==> src/rtl/run_det_pkg.sv <==
package run_det_pkg;

    typedef enum logic [1:0] {
        ST_IDLE  = 2'b00,
        ST_ONE   = 2'b01,
        ST_TWO   = 2'b10,
        ST_SPARE = 2'b11
    } run_state_t;

endpackage

==> src/rtl/run_det_next.sv <==
module run_det_next
    import run_det_pkg::*;
(
    input  run_state_t cur_state,
    input  logic       rst,
    input  logic       bit_in,
    output run_state_t nxt_state,
    output logic       hit
);

    // next-state process
    always_comb begin
        nxt_state = ST_IDLE;
        if (!rst) begin
            unique case (cur_state)
                ST_IDLE:  nxt_state = bit_in ? ST_ONE : ST_IDLE;
                ST_ONE:   nxt_state = bit_in ? ST_TWO : ST_IDLE;
                ST_TWO:   nxt_state = ST_IDLE;
                ST_SPARE: nxt_state = bit_in ? ST_ONE : ST_IDLE;
                default:  nxt_state = ST_IDLE;
            endcase
        end
    end

    // output process (Mealy)
    always_comb begin
        hit = 1'b0;
        if (!rst) begin
            unique case (cur_state)
                ST_TWO:  hit = bit_in;
                default: hit = 1'b0;
            endcase
        end
    end

endmodule

==> src/rtl/run_det_state_reg.sv <==
module run_det_state_reg
    import run_det_pkg::*;
(
    input  logic       clk,
    input  run_state_t nxt_state,
    output run_state_t cur_state
);

    always_ff @(posedge clk) begin
        cur_state <= nxt_state;
    end

endmodule

==> src/rtl/run_det_sat_count.sv <==
module run_det_sat_count #(
    parameter int W = 8
) (
    input  logic         clk,
    input  logic         rst,
    input  logic         inc,
    output logic [W-1:0] value
);

    localparam logic [W-1:0] MAX_VAL = {W{1'b1}};

    always_ff @(posedge clk) begin
        if (rst)
            value <= '0;
        else if (inc && value != MAX_VAL)
            value <= value + 1'b1;
    end

endmodule

==> src/rtl/ones_run_detector.sv <==
module ones_run_detector #(
    parameter int CNT_W = 8
) (
    input  logic             clk,
    input  logic             rst,
    input  logic             bit_in,
    output logic             hit_out,
    output logic [1:0]       run_state,
    output logic [CNT_W-1:0] hit_count
);

    import run_det_pkg::*;

    run_state_t cur_state;
    run_state_t nxt_state;
    logic       hit;

    run_det_next u_next (
        .cur_state (cur_state),
        .rst       (rst),
        .bit_in    (bit_in),
        .nxt_state (nxt_state),
        .hit       (hit)
    );

    run_det_state_reg u_sreg (
        .clk       (clk),
        .nxt_state (nxt_state),
        .cur_state (cur_state)
    );

    run_det_sat_count #(.W(CNT_W)) u_cnt (
        .clk   (clk),
        .rst   (rst),
        .inc   (hit),
        .value (hit_count)
    );

    assign hit_out   = hit;
    assign run_state = cur_state;

endmodule

==> config.mk <==
export PLATFORM = sky130hd
export DESIGN_NAME = ones_run_detector
export DESIGN_NICKNAME = d
export VERILOG_FILES = /design/src/rtl/run_det_pkg.sv /design/src/rtl/run_det_next.sv /design/src/rtl/run_det_state_reg.sv /design/src/rtl/run_det_sat_count.sv /design/src/rtl/ones_run_detector.sv
export SDC_FILE = /design/constraint.sdc
export NUM_CORES = 1
export LEC_CHECK = 0
export ABC_AREA = 1
export BUFFER_PORTS_ARGS = -buffer_cell sky130_fd_sc_hd__buf_4
export CAP_MARGIN = 25
export CORE_AREA = 2 2 39 41
export CTS_CLUSTER_SIZE = 20
export DETAILED_ROUTE_END_ITERATION = 10
export DIE_AREA = 0 0 41 43
export GPL_TIMING_DRIVEN = 0
export PLACE_DENSITY = 0.72
export SLEW_MARGIN = 30
export SYNTH_ARGS = -nofsm -noshare
export SYNTH_HDL_FRONTEND = slang
export SYNTH_HIERARCHICAL = 1
export SYNTH_SLANG_ARGS = --single-unit
==> constraint.sdc <==
create_clock -name clk -period 1.6 [get_ports clk]
set_clock_uncertainty 0.05 [all_clocks]
set_input_delay 0.16 -clock clk [delete_from_list [all_inputs] [get_ports clk]]
set_output_delay 0.16 -clock clk [all_outputs]
set_load 0.005 [all_outputs]
### Word-level counts from Yosys, hierarchy flattened

Index checks and enable logic that the tools add are counted.

| storage, ports and cells | value |
|---|---|
| flip-flop bits (word level) | 10 |
| input port bits | 3 |
| output and inout bits | 11 |
| logic and storage cells | 15 |

| operators by class | value |
|---|---|
| $add $sub $neg | 1 |
| equality and inequality tests | 4 |
| multiplexer cells | 5 |
| reduce and logical (&&, ||, !) cells | 3 |

Operators by type and width:

| kind | number |
|---|---|
| $add A8 B1 Y8 const B | 1 |
| $ne A8 B8 Y1 const B | 1 |
| $pmux W2 S3 | 1 |
| $eq A2 B2 Y1 const B | 2 |
| $mux W1 | 3 |
| $eq A2 B1 Y1 const B | 1 |
| $logic_not A2 Y1 | 1 |
| $mux W2 | 1 |
| $reduce_or A2 Y1 | 1 |
| $logic_and A1 B1 Y1 | 1 |

### Longest topological paths before layout

Gate-level depths: netlist of run 1.

| depth | value |
|---|---|
| word-level depth | 4 |
| gate-level depth with buffers | 10 |
| mapped depth without buffers | 10 |

### Cells and area by module

The synthesis of run 1 kept the hierarchy.

By module, submodules not included:

| module | instances | cells an instance | area each (µm²) | sequential area each (µm²) |
|---|---|---|---|---|
| run_det_sat_count | 1 | 77 | 484.2 | 160.2 |
| run_det_next | 1 | 10 | 55.1 | 0.0 |
| run_det_state_reg | 1 | 2 | 40.0 | 40.0 |

### Worst setup path before layout of run 1

Ideal clock, no wire load.

| timing | value |
|---|---|
| path kind | register -> register |
| start | reg u_sreg.cur_state[0] |
| end | reg u_cnt.value[3] |
| library setup time | 0.115 ns |
| data arrival time | 1.254 ns |
| required time | 1.435 ns |
| setup slack | 0.181 ns |
| stages on the path, launching flop included | 11 |
| path buffers | 1 |
| clock period less this slack | 1.419 ns |
| path through | dfxtp_1 -> inv_1 -> ha_1 -> nand2_1 -> nor2_1 -> buf_4 -> inv_2 -> nor2_1 -> nand3_1 -> nand2_1 -> nor2_1 |

| on the way | value |
|---|---|
| word-level cells in the longest chain between the ends | 4 |

Ends and longest elaborated chain:

| element | line | text |
|---|---|---|
| start, declared | run_det_state_reg.sv:6 | `output run_state_t cur_state` |
| start signal, assigned | run_det_state_reg.sv:10 | `cur_state <= nxt_state;` |
| $eq A2 B2 Y1 | run_det_next.sv:29 | `unique case (cur_state)` |
| $mux W1 | run_det_next.sv:29 |  |
| $mux W1 | run_det_next.sv:28 | `if (!rst) begin` |
| net hit_out | ones_run_detector.sv:7 | `output logic hit_out,` |
| $logic_and A1 B1 Y1 | run_det_sat_count.sv:15 | `else if (inc && value != MAX_VAL)` |
| end signal, assigned | run_det_sat_count.sv:16 | `value <= value + 1'b1;` |
| end, declared | run_det_sat_count.sv:7 | `output logic [W-1:0] value` |

The timed path passes the listed nets, and every way through them passes these cells.
A chain may end at the register's enable or synchronous reset.

### Final worst setup path of run 1

| timing | value |
|---|---|
| start | reg u_sreg.cur_state[0] |
| end | reg u_cnt.value[3] |

| on the way | value |
|---|---|
| word-level cells in the longest chain between the ends | 4 |

Ends and longest elaborated chain:

| element | line |
|---|---|
| $eq A2 B2 Y1 | run_det_next.sv:29 |
| $mux W1 | run_det_next.sv:29 |
| $mux W1 | run_det_next.sv:28 |
| $logic_and A1 B1 Y1 | run_det_sat_count.sv:15 |

Every way passes these cells.

==> out/metrics.yaml, run 1 <==
run_status:
  status: "finished clean"
final_layout:
  final.fill_count: 144
  area_growth_pct: 24.62
  design_area_um2: 721.9
  diodes: 0
  drive_gt1_share_pct: 25.71
  fin_nets: 113
sta:
  setup_viol: 0
  fin_crit_sh_pct: 91.63
  tightest_slew_ns: 0.2528
  maxSlewHeadroom_pct: 83.12
  final-hold-violation-count: 0
  finalCriticalPeriod_ns: 1.466
  tns_ns: 0
  max_freq_ghz: 0.6821
  whs_ns: 0.04898
  rsz0062_at_grt: "false"
  slew_viol_final: 0
yosys:
  yosysSeqAreaShare_pct: 34.56
  netlist_top_cells_area: "dfxtp_1, nand2_1, nor2_1, inv_1, ha_1"
  syn_nets: 95
  syn_inst: 89
  synth_largest_area_cell: "dfxtp_1"
  yosysWarnings: 6
  synthDistinctLibCells: 15
  syn-cell-area_um2: 579.3
  synth-seq-cells: 10
  postSynthAreaPerCell_um2: 6.509
  synth_top_area_share_pct: 34.56
grt:
  grt-ovfl-total: 0
  grt_max_degree: 11
  first_global_vias: 512
  track_usage_pct: 17.29
  grt_pass1_wl_um: 2063
  antenna_found_initial: 0
setup_path:
  critPathTopFamily: "simple AND/OR/NAND/NOR gates"
  path_buf_inv: 3
  worstPathRequired_ns: 1.71
  cpMaxStageDelayCell: "dfxtp_1"
  worstPathMaxFanout: 10
  cpPeakStageDelay_ns: 0.33
  startpoint_type: "register"
  worstSetupPathType: "register to register"
  crit_chain: "inv_1, ha_1, nand2_1, nor2_2, buf_4, inv_2, nor2_1, nand3_1, nand2_1, nor2_1"
  arrival_ns: 1.57
  end_kind: "register"
die:
  initial_core_util_pct: 41.86
  die_w_um: 41
  fp.dieH_um: 43
  rows: 14
  io_pins: 14
  die-area_um2: 1763
  core_um2: 1384
power:
  p_clk_share_pct: 37.0
  cellLeakagePower_nw: 0.3423
  switchingPower_mw: 0.09474
  p_seq_share_pct: 57.1
  combPwrFrac_pct: 5.9
  powerDensity_nw_per_um2: 616.9
  max-vdd-ir-drop_uv: 380.3
  internal-power_mw: 0.3506
  sw_frac_of_total_pct: 21.27
drt:
  drt_iter0_drc: 20
  postRouteAntennaNets: 0
  post_drt_wl_per_cell_um: 10.00
  routed_wl_um: 1210
  vias_per_cell: 4.736
  dr.pass1.iters: 4
  vias: 573
  drc_errors: 0
place:
  io_buffers: 13
  gp_congestion: 0.7567
  placed_area_um2: 696.9
  dp_hpwl_um: 895.7
flow_run:
  max-cap-violations: 0
clock_network:
  ctsResizeCount: 0
  cts.root.buffer_cell: "clkbuf_4"
  clk_latency_ns: 0.26
  hold_buffers: 0
  clk_path_buf_depth: 2
  clk_pin_slew_ns: 0.06
  cts_tree: "done"
  post_cts_buffers: 0
  cts_buffers: 3
  htree_levels: 1
  clock_sinks: 10
hold_path:
  hold_path_class: "input pin to register"
## metal layers
layer | GRT usage (%) | wire [um]
met5 | 0 | 0
met4 | 4.000 | 0
met3 | 9.948 | 97
met2 | 27.19 | 585
met1 | 19.35 | 527
## cells by family after synthesis
kind of cell             after synthesis  synth area share, %
AO/OA/AOI/OAI                          7                6.047
AND/OR/NAND/NOR                       54                41.25
flip-flops                            10                34.56
buffers and inverters                 15                11.66
adder cells (fa/ha/maj)                3                6.480
## metrics by stage
stage	instances	util, %	total power [mW]	worst slack [ns]
2_1_floorplan	89	-	0.2718	0.1811
3_3_place_gp	118	50.36	0.2842	0.09891
3_5_place_dp	118	50.36	0.2858	0.07078
4_1_cts	121	51.99	0.4556	0.04660
5_1_grt	121	52.17	0.4775	0.03848
6_report	121	52.17	0.4454	0.1339
## power by group through the flow
stage	registers (mW)	clock network [mW]	logic, mW
after floorplan	0.260	0	0.0122
after CTS	0.254	0.175	0.0261
after global routing	0.254	0.193	0.0305
after detailed placement	0.260	0	0.0260
final	0.254	0.165	0.0262
after global placement	0.260	0	0.0246
## sequential cells by signal, indices dropped and copies added, names as in the netlist
signal	count
u_cnt/value	8
u_sreg/cur_state	2
## synthesized netlist by cell type
library cell and instances:
nand2_1 23, nor2_1 18, inv_1 11, dfxtp_1 10, nand3_1 7, a21oi_1 6
ha_1 3, inv_2 2, nand3_2 2, nor2_2 2, buf_4 1, buf_6 1
nand2_2 1, nand3b_2 1, o21ai_1 1
## worst paths after layout
kind              slack [ns]           startpoint  depth (start not counted)                  end
setup reg to reg        0.13  u_sreg/cur_state[0]                         10       u_cnt/value[3]
hold / removal          0.05                  rst                          2  u_sreg/cur_state[0]
hold reg to reg         0.44       u_cnt/value[6]                          2       u_cnt/value[6]
setup / recovery        0.13  u_sreg/cur_state[0]                         10       u_cnt/value[3]
## cell usage in the layout, fill, tap and decap left out
cell | Yosys | final
a21oi_1 | 6 | 6
nor2_2 | 2 | 3
ha_1 | 3 | 3
nor2_1 | 18 | 17
inv_2 | 2 | 2
nand3_1 | 7 | 7
buf_6 | 1 | 1
nand3_2 | 2 | 2
clkbuf_4 | 0 | 3
inv_1 | 11 | 11
nand2_1 | 23 | 23
buf_4 | 1 | 14
o21ai_1 | 1 | 1
nand3b_2 | 1 | 1
nand2_2 | 1 | 1
dfxtp_1 | 10 | 10
## final cells by class
class / instances / area, um2 / share of cell area (%)
Buffer: 2 / 18.77 / 2.600
Tap cell: 16 / 20.02 / 2.773
Timing Repair Buffer: 13 / 97.59 / 13.52
Clock buffer: 3 / 22.52 / 3.120
Sequential cell: 10 / 200.2 / 27.73
Multi-Input combinational cell: 64 / 314.1 / 43.50
Inverter: 13 / 48.80 / 6.759
Power figures use the tool's default switching activity.
==> inputs of run 2 (changes only) <==
- CORE_AREA: 2 2 39 41 -> not set
- CORE_MARGIN: not set -> 2
- CORE_UTILIZATION: not set -> 40
- DIE_AREA: 0 0 41 43 -> not set
- PLACE_DENSITY: 0.72 -> 0.68
==> run 2 against run 1 <==
Sequential share of layout area shrank 0.47 points. Worst setup slack gained 0.029 ns. Count of clock-buffer cells in the layout grew 1. Flip-flop and latch count is the same. Cell area grew 1.7%. Combinational power shrank 4%. Critical path type unchanged.
==> out/metrics.yaml, run 2 (synthesized netlist as in run 1, its figures left out) <==
place:
  placed_area_um2: 695.7  # was 696.9 um2
  dp_hpwl_um: 909.3  # was 895.7 um
  place_inst: 117  # was 118
  io_buffers: 13  # unchanged
  gp_congestion: 0.7592  # was 0.7567
power:
  internal-power_mw: 0.4018  # was 0.3506 mW
  p_clk_share_pct: 45.7  # was 37.0%
  max-vdd-ir-drop_uv: 362.6  # was 380.3 uV
  switchingPower_mw: 0.1123  # was 0.09474 mW
  sw_frac_of_total_pct: 21.84  # was 21.27%
  combPwrFrac_pct: 4.9  # was 5.9%
  total_power_mw: 0.5141  # was 0.4454 mW
  cellLeakagePower_nw: 0.3495  # was 0.3423 nW
  powerDensity_nw_per_um2: 700.0  # was 616.9 nW/um2
  p_seq_share_pct: 49.4  # was 57.1%
final_layout:
  fin_cells: 121  # unchanged
  regMostFlops: "u_cnt/value"  # unchanged
  multi_input_area_um2: 314.1  # unchanged
  fin_nets: 113  # unchanged
  drive_gt1_share_pct: 26.42  # was 25.71%
  final_common_cell: "nand2_1"  # unchanged
  seq_area_um2: 200.2  # unchanged
  reg.largest.list: "u_cnt/value: 8 flops, u_sreg/cur_state: 2 flops"  # unchanged
  design_area_um2: 734.5  # was 721.9 um2
  final.fill_count: 134  # was 144
  diodes: 0  # unchanged
  largest_reg_flops: 8  # unchanged
  final_cell_mix: "nand2_1, nor2_1, buf_4, inv_1, dfxtp_1"  # unchanged
  area_growth_pct: 26.78  # was 24.62%
sta:
  setup_viol: 0  # unchanged
  slew_viol_final: 0  # unchanged
  fin_crit_sh_pct: 89.81  # was 91.63%
  rsz0062_at_grt: "false"  # unchanged
  maxSlewHeadroom_pct: 82.99  # was 83.12%
  whs_ns: 0.02594  # was 0.04898 ns
  tightest_slew_ns: 0.2548  # was 0.2528 ns
  final-hold-violation-count: 0  # unchanged
  max_freq_ghz: 0.6959  # was 0.6821 GHz
  tns_ns: 0  # unchanged
  finalCriticalPeriod_ns: 1.437  # was 1.466 ns
grt:
  grt_max_degree: 11  # unchanged
  track_usage_pct: 16.18  # was 17.29%
  first_global_vias: 510  # was 512
  grt-ovfl-total: 0  # unchanged
  antenna_found_initial: 0  # unchanged
  grt_pass1_wl_um: 2145  # was 2063 um
setup_path:
  end_kind: "register"  # unchanged
  worstSetupPathType: "register to register"  # unchanged
  rrSetupSlack_ns: 0.16  # was 0.13 ns
  worstPathRequired_ns: 1.72  # was 1.71 ns
  arrival_ns: 1.56  # was 1.57 ns
  r2r-end: "u_cnt/value[3]"  # unchanged
  crit_start: "u_sreg/cur_state[0]"  # unchanged
  ff2ff_path_depth: 10  # unchanged
  r2r-start: "u_sreg/cur_state[0]"  # unchanged
  startpoint_type: "register"  # unchanged
  worstPathMaxFanout: 10  # unchanged
drt:
  postRouteAntennaNets: 0  # unchanged
  dr.pass1.iters: 4  # unchanged
  routed_wl_um: 1210  # unchanged
  vias: 568  # was 573
  vias_per_cell: 4.694  # was 4.736
  drt_iter0_drc: 15  # was 20
  post_drt_wl_per_cell_um: 10.00  # unchanged
  drc_errors: 0  # unchanged
clock_network:
  clk_path_buf_depth: 2  # unchanged
  clock_sinks: 10  # unchanged
  cts_tree: "done"  # unchanged
  post_cts_buffers: 0  # unchanged
  ctsResizeCount: 0  # unchanged
  clk_pin_slew_ns: 0.08  # was 0.06 ns
  cts_buffers: 3  # unchanged
  cts.root.buffer_cell: "clkbuf_4"  # unchanged
  clk_latency_ns: 0.27  # was 0.26 ns
  htree_levels: 1  # unchanged
  hold_buffers: 0  # unchanged
hold_path:
  hold_path_class: "input pin to register"  # unchanged
  hp-start: "rst"  # unchanged
  hold_end: "u_sreg/cur_state[1]"  # was u_sreg/cur_state[0]
  hold_path_depth: 2  # unchanged
die:
  die_w_um: 42.06  # was 41 um
  fp.dieH_um: 42.06  # was 43 um
  initial_core_util_pct: 43.43  # was 41.86%
  die-area_um2: 1769  # was 1763 um2
  io_pins: 14  # unchanged
  core_um2: 1334  # was 1384 um2
  rows: 13  # was 14
flow_run:
  max-cap-violations: 0  # unchanged
run_status:
  status: "finished clean"  # unchanged
## run 2: worst max path at each step
| stage | end | slack (ns) | depth (start not counted) |
|---|---|---|---|
| after floorplan | u_cnt/value[3] | 0.18 | 10 |
| after global placement | u_cnt/value[3] | 0.10 | 10 |
| after detailed placement | u_cnt/value[3] | 0.09 | 10 |
| after CTS | u_cnt/value[3] | 0.07 | 10 |
| after global routing | u_cnt/value[3] | 0.04 | 10 |
| final | u_cnt/value[3] | 0.16 | 10 |
## run 2: per-stage QoR
step / utilization [%] / setup slack [ns]
final: 55.07 / 0.1631
after global routing: 55.07 / 0.03736
after CTS: 54.88 / 0.06784
after detailed placement: 52.16 / 0.09269
after global placement: 52.16 / 0.1017
after floorplan: - / 0.1811
## run 2: critical path: stages, from the launching register on
cell and delay (ns):
dfxtp_1 0.33, inv_1 0.06, ha_1 0.13, nand2_1 0.06, nor2_2 0.15, buf_4 0.21, inv_2 0.04, nor2_1 0.13
nand3_1 0.09, nand2_1 0.07, nor2_1 0.04
## run 2: area by class of cell
type	instances	share of cell area, %
Buffer	2	2.555
Clock buffer	4	4.940
Inverter	13	6.644
Multi-Input combinational cell	64	42.76
Sequential cell	10	27.26
Tap cell	15	2.555
Timing Repair Buffer	13	13.29
## run 2: layer usage
metal | wire [um] | GRT usage, % | vias up
li1 | - | - | 305
met1 | 593 | 19.89 | 248
met2 | 536 | 24.06 | 13
met3 | 75 | 6.034 | 2
met4 | 5 | 9.375 | 0
met5 | 0 | 0 | -
## run 2: power groups by stage
stage	clock network (mW)	logic [mW]	registers, mW
final	0.235	0.0251	0.254
after global routing	0.258	0.0301	0.255
after CTS	0.240	0.0252	0.254
after detailed placement	0	0.0251	0.260
after global placement	0	0.0244	0.260
after floorplan	0	0.0122	0.260
